`src/rtl/alu_exec_pkg.sv`:
```
`timescale 1ns/1ps
package alu_exec_pkg;
    typedef enum logic [3:0] {
        OP_ADD  = 4'd0,
        OP_ADDU = 4'd1,
        OP_SUB  = 4'd2,
        OP_SUBU = 4'd3,
        OP_AND  = 4'd4,
        OP_OR   = 4'd5,
        OP_XOR  = 4'd6,
        OP_NOR  = 4'd7,
        OP_SLT  = 4'd8,
        OP_SLTU = 4'd9,
        OP_LUI  = 4'd10
    } alu_op_e;

    function automatic logic op_zero_ext(input alu_op_e op);
        return (op == OP_AND) || (op == OP_OR) || (op == OP_XOR) || (op == OP_NOR);
    endfunction

    function automatic logic op_traps(input alu_op_e op);
        return (op == OP_ADD) || (op == OP_SUB);
    endfunction
endpackage

```
`src/rtl/imm_extend.sv`:
```
`timescale 1ns/1ps
module imm_extend #(
    parameter int IMM_W  = 16,
    parameter int DATA_W = 32
) (
    input  logic [IMM_W-1:0]  imm_in,
    input  logic              zero_ext,
    output logic [DATA_W-1:0] ext_out
);
    localparam int PAD_W = DATA_W - IMM_W;

    logic pad_bit;

    always_comb begin
        pad_bit = zero_ext ? 1'b0 : imm_in[IMM_W-1];
        ext_out = {{PAD_W{pad_bit}}, imm_in};
    end
endmodule

```
`src/rtl/addsub_unit.sv`:
```
`timescale 1ns/1ps
module addsub_unit #(
    parameter int DATA_W = 32
) (
    input  logic [DATA_W-1:0] in_a,
    input  logic [DATA_W-1:0] in_b,
    input  logic              do_sub,
    output logic [DATA_W-1:0] sum_out,
    output logic              ovf
);
    localparam int MSB = DATA_W - 1;

    logic [DATA_W-1:0] b_eff;
    logic [DATA_W:0]   wide;

    always_comb begin
        b_eff   = do_sub ? ~in_b : in_b;
        wide    = {1'b0, in_a} + {1'b0, b_eff} + {{DATA_W{1'b0}}, do_sub};
        sum_out = wide[DATA_W-1:0];
        ovf     = (in_a[MSB] == b_eff[MSB]) && (sum_out[MSB] != in_a[MSB]);
    end
endmodule

```
`src/rtl/logic_cmp_unit.sv`:
```
`timescale 1ns/1ps
module logic_cmp_unit
    import alu_exec_pkg::*;
#(
    parameter int DATA_W = 32
) (
    input  logic [DATA_W-1:0] in_a,
    input  logic [DATA_W-1:0] in_b,
    input  alu_op_e           op,
    output logic [DATA_W-1:0] out_val
);
    always_comb begin
        unique case (op)
            OP_AND:  out_val = in_a & in_b;
            OP_OR:   out_val = in_a | in_b;
            OP_XOR:  out_val = in_a ^ in_b;
            OP_NOR:  out_val = ~(in_a | in_b);
            OP_SLT:  out_val = {{(DATA_W-1){1'b0}}, ($signed(in_a) < $signed(in_b))};
            OP_SLTU: out_val = {{(DATA_W-1){1'b0}}, (in_a < in_b)};
            default: out_val = '0;
        endcase
    end

    always_comb begin
        if ((op == OP_SLT) || (op == OP_SLTU))
            assert_cmp_is_bit_R8: assert (out_val[DATA_W-1:1] == '0);
    end
endmodule

```
`src/rtl/alu_exec.sv`:
```
`timescale 1ns/1ps
module alu_exec
    import alu_exec_pkg::*;
#(
    parameter int DATA_W = 32,
    parameter int IMM_W  = 16,
    parameter int IDX_W  = 5
) (
    input  logic [DATA_W-1:0] opnd_a,
    input  logic [DATA_W-1:0] opnd_b,
    input  logic [IMM_W-1:0]  imm,
    input  logic [3:0]        op_sel,
    input  logic              use_imm,
    input  logic [IDX_W-1:0]  dest_idx,
    output logic [DATA_W-1:0] result,
    output logic              wr_en,
    output logic              ovf_trap
);
    localparam int LOW_W = DATA_W - IMM_W;

    alu_op_e           op;
    logic              valid_op;
    logic [DATA_W-1:0] imm_ext;
    logic [DATA_W-1:0] b_sel;
    logic [DATA_W-1:0] as_sum;
    logic              as_ovf;
    logic [DATA_W-1:0] lc_val;
    logic              is_sub;

    always_comb begin
        op       = alu_op_e'(op_sel);
        valid_op = (op_sel <= 4'(OP_LUI));
        b_sel    = use_imm ? imm_ext : opnd_b;
        is_sub   = (op == OP_SUB) || (op == OP_SUBU);
    end

    imm_extend #(.IMM_W(IMM_W), .DATA_W(DATA_W)) u_ext (
        .imm_in   (imm),
        .zero_ext (op_zero_ext(op)),
        .ext_out  (imm_ext)
    );

    addsub_unit #(.DATA_W(DATA_W)) u_as (
        .in_a    (opnd_a),
        .in_b    (b_sel),
        .do_sub  (is_sub),
        .sum_out (as_sum),
        .ovf     (as_ovf)
    );

    logic_cmp_unit #(.DATA_W(DATA_W)) u_lc (
        .in_a    (opnd_a),
        .in_b    (b_sel),
        .op      (op),
        .out_val (lc_val)
    );

    always_comb begin
        if (!valid_op)
            result = '0;
        else if (op == OP_LUI)
            result = {imm, {LOW_W{1'b0}}};
        else if (op <= OP_SUBU)
            result = as_sum;
        else
            result = lc_val;
        ovf_trap = valid_op && op_traps(op) && as_ovf;
        wr_en    = valid_op && !ovf_trap && (dest_idx != '0);
    end

    always_comb begin
        if (ovf_trap)
            assert_trap_blocks_write_R1: assert (!wr_en && op_traps(op));
        if ((op == OP_ADDU) || (op == OP_SUBU))
            assert_wrap_never_traps_R2: assert (!ovf_trap);
        if (dest_idx == '0)
            assert_zero_dest_no_write_R9: assert (!wr_en);
        if (op == OP_LUI)
            assert_lui_low_clear_R6: assert (result[LOW_W-1:0] == '0);
        if (!valid_op)
            assert_unused_op_idle_R10: assert (!wr_en && !ovf_trap && result == '0);
    end
endmodule

```
`config.mk`:
```
export PLATFORM = sky130hd
export DESIGN_NAME = alu_exec
export DESIGN_NICKNAME = d
export VERILOG_FILES = /design/src/rtl/alu_exec_pkg.sv /design/src/rtl/imm_extend.sv /design/src/rtl/addsub_unit.sv /design/src/rtl/logic_cmp_unit.sv /design/src/rtl/alu_exec.sv
export SDC_FILE = /design/constraint.sdc
export NUM_CORES = 1
export LEC_CHECK = 0
export BUFFER_PORTS_ARGS = -buffer_cell sky130_fd_sc_hd__buf_4
export CORE_AREA = 2 2 131 133
export DETAILED_ROUTE_END_ITERATION = 8
export DIE_AREA = 0 0 133 135
export SETUP_SLACK_MARGIN = 0.2
export SYNTH_ARGS = -nofsm -noshare
export SYNTH_HDL_FRONTEND = slang
export SYNTH_SLANG_ARGS = --single-unit
```
`constraint.sdc`:
```
create_clock -name vclk -period 7
set_clock_uncertainty 0.2 [all_clocks]
set_input_delay 1.05 -clock vclk [all_inputs]
set_output_delay 1.05 -clock vclk [all_outputs]
set_load 0.01 [all_outputs]
```
==> impl_results.md, run 1 <==
* PnR worst setup slack at just over 0.8 ns
* Setup tns final at 0 ns
* CP Class: input port to output pin
* WP buf/inv at 3
* Most frequent CP cell: buf_4
* Worst path depth at 15
* Status: finished, final reports clean
* Layout cell share with drive strength beyond 1 at 0.161
* Vias in the first global route at 5,641
* Post-route ant nets at 0
* Final Instance Area at 6860 um^2
* Maximum VDD drop at just over 0.00005 V
* Worst Path Required at approximately 5.8 ns
* Cell Chain, Critical Path: buf_4, or3b_2, buf_4, xnor2_1, ha_1, o21a_1, o21a_1, o211ai_1, nand2_1, o21ai_0, o41ai_4, a211oi_2, a221oi_1, a211oi_1, buf_4
* Slew Limit Fails at 0
* Placed Area at 6860 um^2
* Largest net degree at the start of global routing at 71
* Total global routing overflow at 0
* Ys Warns at 0
* Synth unique cells at 60
* P&R area growth vs syn at 19.8%
* Register area at 0 um^2
* Worst setup EP type: output pin
* Die Footprint at ~18,000 um^2
* IO Count at 124
* Worst EP arrival at just under 5 ns
* Nets@finish at roughly 1,100
* DR WL/cell at between 15 and 20 um
* # clk buffers at 0
* CTS Hold Bufs at 0
* Critical path's slowest cell: or3b_2
* Final Critical Period at around 6 ns
* Post-CTS setup buffer count at 0
* ANT cells at 0
* Placer Congestion at approximately 0.89
* Pre-CTS setup slack at around 0.86 ns
* Largest stage delay, worst path at 0.79 ns
* Avg Cell Area, Syn at 7.09 um^2
* Startpoint Class: input port
* Routed wire length at between 15 and 20 mm
* HPWL after DPL at about 15 mm
* Worst rel slew slack at 0.238
* Initial antenna violation count at 0
* Core area at about 16,000 um^2
* Placement Rows at 47
* GRT Resource Usage Total at 0.202
* Crit path max fanout at 30
* Synthesized cell area at 5720 um^2
* Hold Path Depth at 4
* Max-cap violation count at 0
* Post-route DRC at 0
* Via count at around 6,000
* Sequential cells at 0
* Final Setup Violations at 0
* Tcrit/Tclk final at 0.882
* FILL cells at 1,724
* Syn nets at ~1,000
* Post-Synthesis Cells at 807
* Starting density of the core at 0.349
* Final Util at 0.418
* Seq/Total Area, Yosys at 0
* Die Span X at ~130 um
* Worst Tran Pin Value at around 1.1 ns
* Delay-heaviest family, CP: compound AO/OA/AOI/OAI gates
* Drt initial violations at 332
* RSZ-0062 raised after global routing: no
* Drt pass-1 iters at 5
* Vias/cell at roughly 5.3
* I/O Buffers at 124
* Leak pwr at 0.00345 uW
* First-pass GRT wire length at 29.7 mm
* Final Hold Viols at 0
* Die Y at 135 um
* Hold crit path type: input port to output pin
* Cell area power density at between 90 and 100 nW/um^2
* Fmax at approximately 160 MHz
* Post-cts sizing count at 0
==> synthesized netlist by cell type (3+ instances only) <==
library cell    n  share of area
buf_1           7         0.0046
o21ai_0        68          0.059
o221ai_1        6         0.0092
xor2_1         39          0.060
nor3b_1         6         0.0079
a22oi_1         4         0.0052
o31ai_1         3         0.0039
nand3_1         9         0.0079
o211ai_1        8          0.010
nand2_1        54          0.035
mux2i_1        36          0.063
nor4_1          3         0.0033
a221oi_1        4         0.0061
nand2b_1       19          0.021
ha_1          135           0.30
a31oi_1         7         0.0077
nor2b_1        11          0.012
and2_1          5         0.0055
o22ai_1         8         0.0087
a21o_1         10          0.013
xnor2_1        45          0.069
o21a_1          5         0.0066
or4_1           4         0.0052
nor3_1         11         0.0096
clkbuf_1       27          0.018
o21bai_1        8          0.010
a21oi_1        59          0.052
nor2_1         55          0.036
inv_1          90          0.059
a211oi_1       20          0.026
==> cell families after synthesis <==
kind of cell	share of synthesized area
adders and majority gates	0.299
and+or+nand+nor	0.161
xor gates and xnor gates	0.129
muxes	0.0733
buffers and inverters	0.0831
AOI/OAI and AO/OA	0.255
==> cells in the final DEF (no fill, tap or decap), types with 3 or more instances in the layout <==
| cell | synthesis | final |
|---|---|---|
| a211oi_1 | 20 | 20 |
| a21o_1 | 10 | 10 |
| o22ai_1 | 8 | 8 |
| a22oi_1 | 4 | 4 |
| nand3_1 | 9 | 9 |
| nor3b_1 | 6 | 5 |
| o211ai_1 | 8 | 8 |
| or4_1 | 4 | 4 |
| a31oi_1 | 7 | 7 |
| ha_1 | 135 | 135 |
| nor2_1 | 55 | 55 |
| buf_4 | 0 | 132 |
| nor2b_1 | 11 | 11 |
| o21bai_1 | 8 | 8 |
| mux2i_1 | 36 | 36 |
| o221ai_1 | 6 | 6 |
| o31ai_1 | 3 | 3 |
| xnor2_1 | 45 | 45 |
| o21ai_0 | 68 | 68 |
| a21oi_1 | 59 | 59 |
| xor2_1 | 39 | 39 |
| nand2b_1 | 19 | 19 |
| nor4_1 | 3 | 3 |
| nor3_1 | 11 | 11 |
| o21a_1 | 5 | 5 |
| a221oi_1 | 4 | 4 |
| and2_1 | 5 | 5 |
| inv_1 | 90 | 90 |
| nand2_1 | 54 | 54 |
==> metal layers <==
metal | wire (um) | GRT usage | vias to the layer above
met5 | 0 | 0 | -
met2 | 8230 | 0.335 | 181
li1 | - | - | 2990
met4 | 303 | 0.0293 | 0
met1 | 9100 | 0.287 | 2741
met3 | 1170 | 0.0240 | 21
==> final cells by class <==
| cell class | instances | area, um^2 | share of cell area |
|---|---|---|---|
| repair buffers | 132 | 991 | 0.145 |
| well taps | 220 | 275 | 0.0402 |
| multi-input cells | 681 | 5250 | 0.766 |
| inverters | 90 | 338 | 0.0493 |
==> through the flow <==
| step | hold WS (ns) | cells | power, uW |
|---|---|---|---|
| floorplan | 2.02 | 807 | 435 |
| global placement | 2.24 | 1123 | 645 |
| detailed placement | 2.26 | 1123 | 646 |
| CTS | 2.26 | 1123 | 650 |
| global route | 2.28 | 1123 | 725 |
| finish | 2.27 | 1123 | 652 |
==> where the power goes <==
part           internal (uW)  total (uW)  switching [uW]
Clock                      0           0               0
Combinational            285         652             367
Sequential                 0           0               0
Total                    285         652             367
==> worst paths after layout <==
| kind | start | end |
|---|---|---|
| worst max-delay path | op_sel[2] | result[31] |
| worst min-delay path | imm[0] | result[16] |
Power figures use the tool's default switching activity.
==> inputs of run 2 (changes only) <==
CORE_AREA = 2 2 102 104   (was 2 2 131 133)
DIE_AREA = 0 0 104 106   (was 0 0 133 135)
PLACE_DENSITY = 0.84   (was unset)
==> run 2 against run 1 <==
Sequential cell count did not move; global-route usage rose by 9.6 points; first-iteration DRC count fell by 5.4%; final area fell by 1.8%; total power fell by 1.6%; critical path type unchanged; critical endpoint is now result[30].
==> impl_results.md, run 2 (synthesis gave the netlist of run 1 again) <==
* Comb pwr share at 1.000 (about the same)
* Switching pwr at 359 uW (-2.3%)
* Slew Limit Fails at 0 (unchanged)
* RSZ-0062 raised after global routing: no
* Post-cts sizing count at 0 (unchanged)
* ANT cells at 0 (unchanged)
* Vias/cell at 5.84 (+11%)
* Starting density of the core at 0.572 (+0.223)
* Maximum VDD drop at 0.0000592 V (+17%)
* Drt initial violations at 314 (-5.4%)
* CTS Hold Bufs at 0 (unchanged)
* Initial antenna violation count at 0 (unchanged)
* Die Y at 106 um (-21%)
* Final Hold Viols at 0 (unchanged)
* Post-route DRC at 0 (unchanged)
* Leak pwr at 0.00344 uW (-0.29%)
* Final Setup Violations at 0 (unchanged)
* Cell area power density at 95.2 nW/um^2 (+0.18%)
* Core area at 10000 um^2 (-39%)
* I/O Buffers at 124 (unchanged)
* Final Critical Period at 6.17 ns (-0.00958 ns)
* Worst setup EP type: output pin
* Hold crit path type: input port to output pin
* Most frequent cells in the layout: ha_1, buf_4, inv_1
* Worst Hold Launch: imm[8]
* Placer Congestion at 0.971 (+8.9%)
* # clk buffers at 0 (unchanged)
* Tcrit/Tclk final at 0.881 (-0.00137)
* Status: finished, final reports clean
* Die Span X at 104 um (-22%)
* Placement Rows at 37 (-21%)
* Post-route ant nets at 0 (unchanged)
* Clock network power share at 0 (unchanged)
* HPWL after DPL at 13.6 mm (-11%)
* Max-cap violation count at 0 (unchanged)
* First-pass GRT wire length at 27.6 mm (-7.1%)
* Total global routing overflow at 0 (unchanged)
* Crit path max fanout at 30 (unchanged)
* Worst rel slew slack at 0.167 (-0.0711)
* CP Class: input port to output pin
* Routed wire length at 16.8 mm (-11%)
* Register area at 0 um^2 (unchanged)
* Layout cell share with drive strength beyond 1 at 0.159 (-0.00186)
* GRT Resource Usage Total at 0.298 (+0.0959)
* Critical Path Start: op_sel[2]
* Die Footprint at 11,000 um^2 (-39%)
* Fmax at 162 MHz (+0.16%)
* Via count at 6,057 (+2.1%)
* P&R area growth vs syn at 17.7%
* Setup tns final at 0 ns (unchanged)
* Share of total power in sequential cells at 0 (unchanged)
* Sw Ratio at 0.559 (-0.00391)
* Drt pass-1 iters at 5 (unchanged)
* Post-CTS setup buffer count at 0 (unchanged)
* Worst Tran Pin Value at 1.24 ns (+0.106 ns)
* Worst EP arrival at 4.92 ns (about the same)
* IO Count at 124 (unchanged)
* Sequential cells at 0 (unchanged)
* Worst Setup EP: result[30]
* Worst Path Required at 5.75 ns (about the same)
* Nets@finish at 1,129 (-0.18%)
* DR WL/cell at 16.2 um (-3.3%)
* Commonest non-fill, non-tap cell in the layout: ha_1
* Largest net degree at the start of global routing at 74 (+4.2%)
* Internal at 283 uW (-0.69%)
* Startpoint Class: input port
* Vias in the first global route at 5,634 (-0.12%)
* Total power at 641 uW (-1.6%)
-- run 2: power by group through the flow --
| stage | Clock [uW] | Sequential (uW) | Combinational (uW) |
|---|---|---|---|
| after global routing | 0 | 0 | 712 |
| after floorplan | 0 | 0 | 435 |
| after detailed placement | 0 | 0 | 630 |
| after CTS | 0 | 0 | 634 |
| final | 0 | 0 | 641 |
| after global placement | 0 | 0 | 622 |
-- run 2: worst min-delay path by stage --
stage | end | slack (ns) | cells past startpoint
floorplan | result[26] | 2.02 | 2
global placement | result[18] | 2.24 | 4
detailed placement | result[18] | 2.24 | 4
CTS | result[18] | 2.24 | 4
global route | result[24] | 2.25 | 3
finish | result[24] | 2.26 | 3
-- run 2: through the flow --
step	hold slack, ns	setup WS (ns)	cell area, um^2	cells	utilization
finish	2.26	0.834	6740	1037	0.674
global route	2.25	0.493	6740	1037	0.674
CTS	2.24	0.926	6740	1037	0.674
detailed placement	2.24	0.933	6740	1037	0.674
global placement	2.24	1.00	6740	1037	0.674
floorplan	2.02	1.13	5720	807	-
-- run 2: cell type report --
class / count / area [um^2]
multi-input cells: 681 / 5250
fillers: 951 / 3260
repair buffers: 130 / 976
inverters: 90 / 338
well taps: 136 / 170
-- run 2: per-layer routing --
layer / routed length, um / global-route usage / vias to the layer above
met2: 7420 / 0.481 / 260
li1: - / - / 2997
met3: 1370 / 0.0221 / 31
met4: 453 / 0.0849 / 0
met1: 7550 / 0.425 / 2769
met5: 0 / 0 / -
-- run 2: worst max-delay path, cell delays in order --
cell and delay, ns:
buf_4 0.22, nor2b_1 0.18, o21ai_0 0.39, o21ai_0 0.37
xor2_1 0.23, ha_1 0.36, a21oi_1 0.22, o21ai_0 0.18
o21ai_0 0.23, o21ai_0 0.15, a211oi_1 0.24, buf_4 0.17
o21ai_0 0.12, a21oi_1 0.29, nor2_1 0.09, a211o_1 0.26
buf_4 0.14
